===== src/rtl/sxt_pkg.sv =====
package sxt_pkg;

  localparam int FLAG_W = 32;

  // Condition-code flag positions in the flag word
  localparam int CF_BIT  = 0;
  localparam int ZF_BIT  = 6;
  localparam int ECF_BIT = 16;
  localparam int EZF_BIT = 17;

  localparam logic [FLAG_W-1:0] CC_MASK =
      (FLAG_W'(1) << CF_BIT)  | (FLAG_W'(1) << ZF_BIT) |
      (FLAG_W'(1) << ECF_BIT) | (FLAG_W'(1) << EZF_BIT);

  typedef enum logic [1:0] {
    SZ_B1 = 2'd0,
    SZ_B2 = 2'd1,
    SZ_B4 = 2'd2,
    SZ_B8 = 2'd3
  } size_e;

endpackage


===== src/rtl/sxt_ext_core.sv =====
module sxt_ext_core #(
  parameter int DATA_W = 64,
  parameter int POS_W  = 8
) (
  input  logic              is_sext,
  input  logic [1:0]        size_code,
  input  logic [POS_W-1:0]  pos,
  input  logic [DATA_W-1:0] src,
  output logic [DATA_W-1:0] ext_val,
  output logic              sign_bit
);
  localparam int IDX_W = $clog2(DATA_W);

  logic [IDX_W:0]      width_bits;
  logic [IDX_W-1:0]    width_m1;
  logic [IDX_W-1:0]    sx_pos;
  logic [IDX_W-1:0]    zx_pos;
  logic [IDX_W-1:0]    eff_pos;
  logic [DATA_W-1:0]   keep;
  wire                 unused_pos_hi = ^pos[POS_W-1:IDX_W];

  always_comb begin
    width_bits = (IDX_W+1)'(8) << size_code;
    width_m1   = IDX_W'(width_bits - 1'b1);
    sx_pos     = pos[IDX_W-1:0] & width_m1;
    zx_pos     = pos[IDX_W-1:0];
    eff_pos    = is_sext ? sx_pos : zx_pos;
    sign_bit   = src[sx_pos];
  end

  // Keep-mask: ones at every index up to and including the effective position
  for (genvar i = 0; i < DATA_W; i++) begin : g_keep
    assign keep[i] = (i <= int'(eff_pos));
  end

  always_comb begin
    if (is_sext && sign_bit) ext_val = src | ~keep;
    else                     ext_val = src & keep;
  end

endmodule


===== src/rtl/sxt_merge.sv =====
module sxt_merge #(
  parameter int DATA_W   = 64,
  parameter int ZX_BYTES = 4
) (
  input  logic [1:0]        size_code,
  input  logic [DATA_W-1:0] ext_val,
  input  logic [DATA_W-1:0] dst_old,
  output logic [DATA_W-1:0] dst_new
);
  localparam int IDX_W = $clog2(DATA_W);

  logic [IDX_W:0]    width_bits;
  logic [3:0]        nbytes;
  logic              clear_upper;
  logic [DATA_W-1:0] lane;

  always_comb begin
    width_bits  = (IDX_W+1)'(8) << size_code;
    nbytes      = 4'd1 << size_code;
    clear_upper = (int'(nbytes) >= ZX_BYTES);
  end

  for (genvar i = 0; i < DATA_W; i++) begin : g_lane
    assign lane[i] = (i < int'(width_bits));
  end

  always_comb begin
    if (clear_upper) dst_new = ext_val & lane;
    else             dst_new = (ext_val & lane) | (dst_old & ~lane);
  end

endmodule


===== src/rtl/sxt_flag_upd.sv =====
module sxt_flag_upd
  import sxt_pkg::*;
(
  input  logic              upd_en,
  input  logic              sign_bit,
  input  logic [FLAG_W-1:0] flag_sel,
  input  logic [FLAG_W-1:0] flags_in,
  output logic [FLAG_W-1:0] flags_out
);
  logic [FLAG_W-1:0] hit;

  always_comb begin
    hit = flag_sel & CC_MASK;
    if (!upd_en)       flags_out = flags_in;
    else if (sign_bit) flags_out = flags_in | hit;
    else               flags_out = flags_in & ~hit;
  end

endmodule


===== src/rtl/sxt_unit.sv =====
module sxt_unit
  import sxt_pkg::*;
#(
  parameter int DATA_W   = 64,
  parameter int POS_W    = 8,
  parameter int ZX_BYTES = 4
) (
  input  logic              op_sext,
  input  logic              flag_en,
  input  logic [1:0]        size_code,
  input  logic [POS_W-1:0]  pos,
  input  logic [DATA_W-1:0] src_val,
  input  logic [DATA_W-1:0] dst_old,
  input  logic [FLAG_W-1:0] flag_sel,
  input  logic [FLAG_W-1:0] flags_in,
  output logic [DATA_W-1:0] dst_new,
  output logic [FLAG_W-1:0] flags_out
);
  logic [DATA_W-1:0] ext_val;
  logic              sign_bit;

  sxt_ext_core #(.DATA_W(DATA_W), .POS_W(POS_W)) u_core (
    .is_sext  (op_sext),
    .size_code(size_code),
    .pos      (pos),
    .src      (src_val),
    .ext_val  (ext_val),
    .sign_bit (sign_bit)
  );

  sxt_merge #(.DATA_W(DATA_W), .ZX_BYTES(ZX_BYTES)) u_merge (
    .size_code(size_code),
    .ext_val  (ext_val),
    .dst_old  (dst_old),
    .dst_new  (dst_new)
  );

  sxt_flag_upd u_flags (
    .upd_en   (op_sext & flag_en),
    .sign_bit (sign_bit),
    .flag_sel (flag_sel),
    .flags_in (flags_in),
    .flags_out(flags_out)
  );

endmodule


===== config.mk =====
export PLATFORM = sky130hd
export DESIGN_NAME = sxt_unit
export DESIGN_NICKNAME = d
export VERILOG_FILES = /design/src/rtl/sxt_pkg.sv /design/src/rtl/sxt_ext_core.sv /design/src/rtl/sxt_merge.sv /design/src/rtl/sxt_flag_upd.sv /design/src/rtl/sxt_unit.sv
export SDC_FILE = /design/constraint.sdc
export NUM_CORES = 1
export LEC_CHECK = 0
export BUFFER_PORTS_ARGS = -buffer_cell sky130_fd_sc_hd__buf_2
export CORE_AREA = 4 4 115 117
export DETAILED_ROUTE_END_ITERATION = 10
export DIE_AREA = 0 0 119 121
export SYNTH_ARGS = -nofsm -noshare
export SYNTH_HDL_FRONTEND = slang
export SYNTH_SLANG_ARGS = --single-unit

===== constraint.sdc =====
create_clock -name vclk -period 4.4
set_input_delay 0.44 -clock vclk [all_inputs]
set_output_delay 0.44 -clock vclk [all_outputs]
set_load 0.05 [all_outputs]

==> results of run 1 <==
how the worst max path moves through the flow:
| stage | startpoint | end | slack, ps | cells past startpoint |
|---|---|---|---|---|
| floorplan | size_code[1] | dst_new[25] | -100 | 13 |
| global placement | size_code[0] | dst_new[33] | 600 | 10 |
| detailed placement | size_code[0] | dst_new[38] | 540 | 10 |
| CTS | size_code[0] | dst_new[38] | 550 | 10 |
| global route | size_code[1] | dst_new[37] | 350 | 11 |
| finish | size_code[0] | dst_new[38] | 540 | 10 |
power by group through the flow:
| stage | logic, mW | registers, mW | clock network (mW) |
|---|---|---|---|
| after floorplan | 0.585 | 0 | 0 |
| after global placement | 0.721 | 0 | 0 |
| after detailed placement | 0.723 | 0 | 0 |
| after CTS | 0.725 | 0 | 0 |
| after global routing | 0.772 | 0 | 0 |
| final | 0.720 | 0 | 0 |
worst max-delay path, delay by kind of cell:
| family | cells | cell delay (ps) |
|---|---|---|
| AOI/OAI and AO/OA | 2 | 890 |
| and+or+nand+nor | 5 | 1300 |
| buffers and inverters | 2 | 410 |
| adders and majority gates | 1 | 360 |
kinds of logic after synthesis:
logic type	Yosys count	synth area share, %
and+or+nand+nor	139	21.6
AOI/OAI and AO/OA	182	46.9
buffers and inverters	89	16.8
muxes	30	13.5
adders and majority gates	3	1.21
metrics by stage:
stage,total power [mW],instances,area (sq um)
finish,0.720,774,4100
global route,0.772,774,4100
CTS,0.725,774,4100
detailed placement,0.723,774,4100
global placement,0.721,774,4100
floorplan,0.585,443,3160
cell usage in the layout, fill, tap and decap left out, types with 3 or more instances in the layout:
cell type	synthesis	final
o21ai_2	7	7
and3_1	14	14
mux4_1	5	5
o31ai_2	14	24
o31ai_1	23	13
or2_2	4	4
mux2i_1	16	16
inv_1	23	23
a21boi_0	4	4
a32oi_1	20	20
nor2_1	29	29
a21oi_1	36	36
o221ai_1	6	6
and2_1	10	10
nand3_1	29	29
buf_4	30	10
buf_2	3	214
nand2_1	39	39
a22oi_1	5	5
o21a_1	4	4
mux2_2	6	6
o211ai_1	6	6
a31oi_1	12	12
nor2b_1	5	5
o21ai_0	20	20
o221ai_2	10	10
ha_1	3	3
per-layer routing:
metal  wire [microns]  vias up
met4              188        2
met1             6610     1945
li1                 -     2005
met5               13        -
met3              967       18
met2             7240      196
layout make-up:
type               instances  area share [%]
inverters                 23            2.10
multi-input cells        354            64.2
well taps                172            5.24
repair buffers           225            28.4
==> results.txt, run 1 <==
Status: completed
Final Worst Setup Slack: 542 ps
Router iterations before antenna repair: 5
Synth top area share: 7.24%
CP max FO: 16
CP peak stage delay: 650 ps
Highest achievable clock rate: 259 MHz
Internal Power: 213 uW
Synth Instances: 443
Fin Hold WS: 880 ps
Area growth syn-to-layout: 32.0%
Core box area: 0.0124 sq mm
Worst relative slew slack: 40.7%
CP Cell Sequence: buf_2 -> or2_2 -> ha_1 -> nand2b_1 -> nand2b_1 -> nand4b_1 -> nand3_2 -> o2111ai_4 -> o221ai_1 -> buf_2
RSZ-0062 raised after global routing: no
Gates resized, CTS repair: 0
Hold_sp: flags_in[1]
GRT Max-Usage Layer: met2
Initial antenna violation count: 1
WP data required: 3960 ps
Residual DRC count: 0
Routed len/inst: 19.4 microns
Crit path time final: 3860 ps
Pwr/cell area: 176 mW/mm^2
Largest cells by area after synthesis: buf_4 (7.2%), a21oi_1 (5.8%), a32oi_1 (5.6%)
Mapped Nets: 650
Met3 Track Usage GR: 2.61%
GRT Util Overall: 19.5%
Post-synth top area cell: buf_4
Sequential Power Share: 0%
Final setup fails: 0
IO Count: 300
Met2 Use GR: 33.1%
Layout cells sized above 1: 47.3%
Total gr overflow: 0
Post-synth cell types: 55
Port Buffer Count: 214
Net Sw Frac: 70.4%
Syn. warnings: 0
Storage element area: 0 sq um
# Max-Cap Violations: 0
CP Capture Type: output pin
Remaining antenna violation count: 0
Tcrit/Tclk final: 87.7%
# fillers: 1,401
Routability Congestion: 0.862
Die Y: 121 microns
Post-Syn Area: 0.00311 sq mm
Met1 Use GR: 26.9%
Slowest cell on crit path: o2111ai_4
Combinational power share: 100.0%
Multi-input logic area: 0.00264 sq mm
Worst Tran Pin Value: 887 ps
Clock Buffer Count: 0
Worst min-delay path category: input pin to output pin
Final Util: 33.2%
Post-CTS Setup Bufs: 0
Fin nets: 811
Routed WL: 15,000 microns
Die Wd: 119 microns
Max VDD drop: 0.0601 mV
Number of global-route vias before repair: 4,050
DIE AREA: 0.0144 sq mm
Iter 0 DRT Violations: 264
Hold path depth: 0
CP Class: input pin to output pin
# hold bufs at CTS: 0
Fin Setup TNS: 0 ps
Post-Place Setup Slack: 545 ps
Seq cells: 0
Largest net degree at the start of global routing: 30
Fin. Hold Viols: 0
Vias: 4,166
Most frequent cell after synthesis: nand2_1
Initial core utilization: 25.1%
Fin. max-slew vios: 0
Crit path launch type: input pin
Worst path arrival time: 3420 ps
Hold path endpoint: flags_out[1]
Rows: 41
Post-DR vias/cell: 5.38
Post-DP HPWL: 11,900 microns
Clock share of power: 0%
Commonest cells post-synth: nand2_1 (39), a21oi_1 (36), buf_4 (30)
First-pass GRT wire length: 22,700 microns
Sw Pwr: 508 uW
Leakage power: 1.96 nW
Mapped Avg Cell Area: 7.02 sq um
Sequential area share after synthesis: 0%
# diodes: 0
No activity file was read; power rests on OpenSTA's default activity.
==> run 2, diff against run 1 <==
clock period = 3.2 ns   (was 4.4 ns; I/O delays follow)
==> results.txt, run 2 (synthesis gave the netlist of run 1 again) <==
Status: completed
Storage element area: 0 sq um (unchanged)
Die Y: 121 microns (unchanged)
CP Cell Sequence: buf_2 -> or2_2 -> ha_1 -> nand2b_4 -> nand2b_4 -> nand4b_1 -> nand3_4 -> buf_4 -> o2111ai_4 -> buf_12 -> o221ai_2 -> clkbuf_4
Sequential Power Share: 0% (unchanged)
Layout cells sized above 1: 55.0% (+7.6 points)
Initial core utilization: 25.1% (unchanged)
Post-Place Setup Slack: 21.4 ps (-523 ps)
Initial antenna violation count: 0 (-1)
Fin Hold WS: 640 ps (-240 ps)
Remaining antenna violation count: 0 (unchanged)
Worst min-delay path category: input pin to output pin
Pwr/cell area: 239 mW/mm^2 (+36%)
Post-DR vias/cell: 5.49 (+2.0%)
Most common cell after layout, fill and taps aside: buf_2
Seq cells: 0 (unchanged)
Fin. max-slew vios: 0 (unchanged)
Leakage power: 2.32 nW (+18%)
Routed len/inst: 19.7 microns (+1.8%)
First-pass GRT wire length: 24,100 microns (+6.2%)
Dpl cells: 818 (+5.7%)
Router iterations before antenna repair: 5 (unchanged)
Highest achievable clock rate: 318 MHz
Net Sw Frac: 65.1% (-5.3 points)
DIE AREA: 0.0144 sq mm (unchanged)
Area growth syn-to-layout: 66.4%
Number of global-route vias before repair: 4,445 (+9.8%)
Fin cells: 818 (+5.7%)
Clock share of power: 0% (unchanged)
Critical path origin: size_code[1]
Post-DP Area: 0.00511 sq mm (+25%)
Vias: 4,493 (+7.8%)
Port Buffer Count: 214 (unchanged)
Post-CTS Setup Bufs: 0 (unchanged)
Iter 0 DRT Violations: 248 (-6.1%)
# Max-Cap Violations: 0 (unchanged)
Core box area: 0.0124 sq mm (unchanged)
# fillers: 1,265 (-9.7%)
Tcrit/Tclk final: 98.4%
Final Util: 41.8% (+8.7 points)
Largest net degree at the start of global routing: 33 (+10%)
Final setup fails: 0 (unchanged)
CP Capture Type: output pin
Worst Tran Pin Value: 742 ps (-145 ps)
Post-DP HPWL: 13,200 microns (+10%)
Crit-path most repeated cell: nand2b_4
GRT Util Overall: 20.6% (+1.1 points)
Worst path arrival time: 2830 ps (-590 ps)
Most frequent cells in the layout: buf_2 (192), buf_4 (57), nand2_1 (38)
Sw Pwr: 804 uW (+58%)
IO Count: 300 (unchanged)
Internal Power: 430 uW (+100%)
Fin nets: 855 (+5.4%)
Routed WL: 16,200 microns (+7.6%)
CP Class: input pin to output pin
# hold bufs at CTS: 0 (unchanged)
CP max FO: 16 (unchanged)
Die Wd: 119 microns (unchanged)
Max VDD drop: 0.0974 mV (+62%)
WP data required: 2880 ps (-1080 ps)
CP peak stage delay: 320 ps (-330 ps)
Residual DRC count: 0 (unchanged)
Crit path launch type: input pin
Worst relative slew slack: 50.4% (+9.7 points)
Post-route cell area: 0.00517 sq mm (+26%)
Slowest cell on crit path: ha_1
Fin Setup TNS: 0 ps (unchanged)
Power after layout: 1.23 mW (+71%)
Crit path capture: dst_new[33]
Final Worst Setup Slack: 52.4 ps (-490 ps)
Combinational power share: 100.0% (about the same)
Clock Buffer Count: 0 (unchanged)
Crit path time final: 3150 ps
Rows: 41 (unchanged)
# diodes: 0 (unchanged)
Fin. Hold Viols: 0 (unchanged)
Total gr overflow: 0 (unchanged)
Routability Congestion: 0.972 (+13%)
run 2: area by class of cell:
class	count	area (sq um)	area share, %
multi-input combinational	354	3230	62.3
timing repair buffer	269	1650	31.8
tap	172	215	4.16
inverter	23	86.3	1.67
run 2: what timing repair did:
| item | CTS | global route |
|---|---|---|
| gates resized for setup | 0 | 36 |
| setup endpoints to repair | 0 | 42 |
| endpoints found under the hold margin | 0 | 0 |
run 2: worst min-delay path by stage:
stage	to	from	slack (ps)	depth (start not counted)
final	flags_out[1]	flags_in[1]	640	0
after global routing	flags_out[15]	flags_in[15]	640	0
after CTS	flags_out[12]	flags_in[12]	640	0
after detailed placement	flags_out[12]	flags_in[12]	640	0
after global placement	flags_out[12]	flags_in[12]	640	0
after floorplan	flags_out[10]	flags_in[10]	810	1
run 2: per-layer routing:
metal	vias to the layer above	routed length, microns	GRT usage, %
met3	20	982	2.28
met1	2161	6930	27.2
met4	0	236	2.39
met2	206	8000	37.3
met5	-	0	0
li1	2106	-	-
run 2: power by group through the flow:
stage	Clock, mW	Sequential, mW	Combinational (mW)
2_1_floorplan	0	0	0.947
3_3_place_gp	0	0	1.21
3_5_place_dp	0	0	1.22
4_1_cts	0	0	1.22
5_1_grt	0	0	1.30
6_report	0	0	1.23
run 2: critical path, delay by kind of cell:
family / cells / cell delay [ps]
fa+ha+maj: 1 / 320
simple gates: 5 / 1050
buf+inv: 4 / 810
compound gates: 2 / 320
==> run 3, diff against run 2 <==
CORE_AREA = 4 4 116 118   (was 4 4 115 117)
DIE_AREA = 0 0 120 122   (was 0 0 119 121)
SYNTH_HIERARCHICAL = 1   (was not set)
==> results.txt, run 3 <==
Status: completed
Post-synth cell types: 40 (-27%)
Worst relative slew slack: 59.3% (+9.0 points)
First-pass GRT wire length: 21,100 microns (-12%)
Most common cell after layout, fill and taps aside: buf_2
Post-Syn Area: 0.00289 sq mm (-7.2%)
Leakage power: 2.17 nW (-6.5%)
Worst Path Buf+Inv: 5 (+1)
Crit path launch type: input pin
Residual DRC count: 0 (unchanged)
Layout cells sized above 1: 64.8% (+9.8 points)
Routed len/inst: 19.7 microns (-0.23%)
Multi-input logic area: 0.00246 sq mm (-24%)
Fin. Hold Viols: 0 (unchanged)
Syn. warnings: 6 (+6)
Crit-path most repeated cell: mux2_4
Hold_sp: flags_in[14]
Largest cells by area after synthesis: mux2_2 (34%), a22o_1 (10%), buf_4 (7.8%)
Power after layout: 1.10 mW (-11%)
CP peak stage delay: 410 ps (+90 ps)
# diodes: 0 (unchanged)
Rows: 41 (unchanged)
Worst min-delay path category: input pin to output pin
# Max-Cap Violations: 0 (unchanged)
Hold path depth: 0 (unchanged)
Hold path endpoint: flags_out[14]
Sequential area share after synthesis: 0% (unchanged)
Seq cells: 0 (unchanged)
Worst path arrival time: 2790 ps (-40 ps)
RSZ-0062 raised after global routing: no
Storage element area: 0 sq um (unchanged)
Port Buffer Count: 206 (-3.7%)
Post-DP Area: 0.00416 sq mm (-19%)
Largest net degree at the start of global routing: 33 (unchanged)
Tcrit/Tclk final: 97.3% (-1.1 points)
Commonest cells post-synth: mux2_2 (86), a22o_1 (33), nand2_1 (31)
Post-synth top area cell: mux2_2
Routed WL: 14,600 microns (-9.4%)
Die Wd: 120 microns (+0.84%)
Crit path time final: 3110 ps (-35.1 ps)
Core box area: 0.0125 sq mm (+0.83%)
Mapped Nets: 573 (-12%)
Final Worst Setup Slack: 87.4 ps (+35.1 ps)
CP Cell Sequence: buf_2 -> buf_4 -> nand2b_1 -> o22ai_1 -> o41a_1 -> a211oi_4 -> buf_6 -> nor2_4 -> clkbuf_16 -> mux2_4 -> mux2_4 -> buf_8
CP max FO: 8 (-8)
Initial core utilization: 23.2% (-2.0 points)
Final setup fails: 0 (unchanged)
Most frequent cells in the layout: buf_2 (169), mux2_2 (84), buf_4 (72)
Slowest cell on crit path: o41a_1
Area growth syn-to-layout: 55.0%
CP delay by family, top: compound AO/OA/AOI/OAI gates
CP Capture Type: output pin
# fillers: 1,351 (+6.8%)
Routability Congestion: 0.908 (-6.6%)
Vias: 3,678 (-18%)
Mapped Avg Cell Area: 7.82 sq um (+11%)
Router iterations before antenna repair: 4 (-1)
CP Class: input pin to output pin
Synth Instances: 369 (-17%)
Post-route cell area: 0.00448 sq mm (-13%)
Post-DR vias/cell: 4.95 (-9.9%)
IO Count: 300 (unchanged)
Number of global-route vias before repair: 3,861 (-13%)
Remaining antenna violation count: 0 (unchanged)
Initial antenna violation count: 3 (+3)
Pwr/cell area: 245 mW/mm^2 (+2.6%)
Synth top area share: 33.6% (+26 points)
Post-DP HPWL: 12,000 microns (-8.9%)
GRT Util Overall: 18.1% (-2.5 points)
WP data required: 2880 ps (about the same)
Clock Buffer Count: 0 (unchanged)
Worst Tran Pin Value: 603 ps (-138 ps)
Max VDD drop: 0.0985 mV (+1.1%)
Most frequent cell after synthesis: mux2_2
Post-Place Setup Slack: -313 ps (-335 ps)
Fin. max-slew vios: 0 (unchanged)
Total gr overflow: 0 (unchanged)
Iter 0 DRT Violations: 139 (-44%)
Fin nets: 777 (-9.1%)
Die Y: 122 microns (+0.83%)
Highest achievable clock rate: 321 MHz (+1.1%)
DIE AREA: 0.0146 sq mm (+1.7%)
[run 3: cell count changes after synthesis, moves of 8 or more]
cell	delta
a32oi_1	-20
o31ai_1	-22
inv_1	-21
buf_2	+8
o221ai_2	-10
a31oi_1	-9
o31ai_2	-14
a21oi_1	-19
nand2_1	-8
and3_1	-13
nand3_1	-23
a22o_1	+33
mux2_2	+80
[run 3: cell families (layout without fill, tap and decap cells)]
family,after synthesis,in the layout,synth area share (%)
and+or+nand+nor,83,83,13.1
muxes,116,116,46.0
buffers and inverters,72,273,16.7
AOI/OAI and AO/OA,98,99,24.2
[run 3: area by class of cell]
type                       instances  share of cell area [%]
inverter                           2                   0.168
multi-input combinational        298                    54.9
tap                              172                    4.81
timing repair buffer             271                    40.1
[run 3: where the power goes]
| group | internal (mW) | switching (mW) | total (mW) |
|---|---|---|---|
| Sequential | 0 | 0 | 0 |
| Clock | 0 | 0 | 0 |
| Combinational | 0.456 | 0.640 | 1.10 |
[run 3: how the worst max path moves through the flow]
stage / from / to / depth (start not counted)
6_report: pos[1] / dst_new[13] / 12
2_1_floorplan: pos[0] / dst_new[18] / 10
4_1_cts: pos[0] / dst_new[12] / 13
5_1_grt: pos[0] / dst_new[59] / 12
3_5_place_dp: pos[0] / dst_new[51] / 12
3_3_place_gp: pos[0] / dst_new[40] / 10
[run 3: through the flow]
stage | hold slack [ps] | setup TNS, ps | util [%] | std cells
final | 640 | 0 | 35.9 | 743
after global routing | 640 | 0 | 35.9 | 743
after CTS | 640 | 0 | 34.2 | 740
after detailed placement | 640 | -11370 | 33.3 | 730
after global placement | 640 | -11080 | 33.3 | 730
after floorplan | 807 | 0 | - | 369
[run 3: routing by layer]
layer / share of wire [%] / GRT usage, % / wire length [microns]
met2: 48 / 32.3 / 7020
met3: 7.9 / 3.76 / 1150
met4: 1.3 / 2.08 / 187
met5: 0.15 / 0 / 22
met1: 43 / 23.1 / 6260
[run 3: timing repair]
action | in CTS | in global routing
buffers inserted | 9 | 0
pin swaps | 4 | 2
resized for setup | 3 | 72
setup endpoints to repair | 54 | 56
gates cloned | 1 | 3
hold buffers | 0 | 0
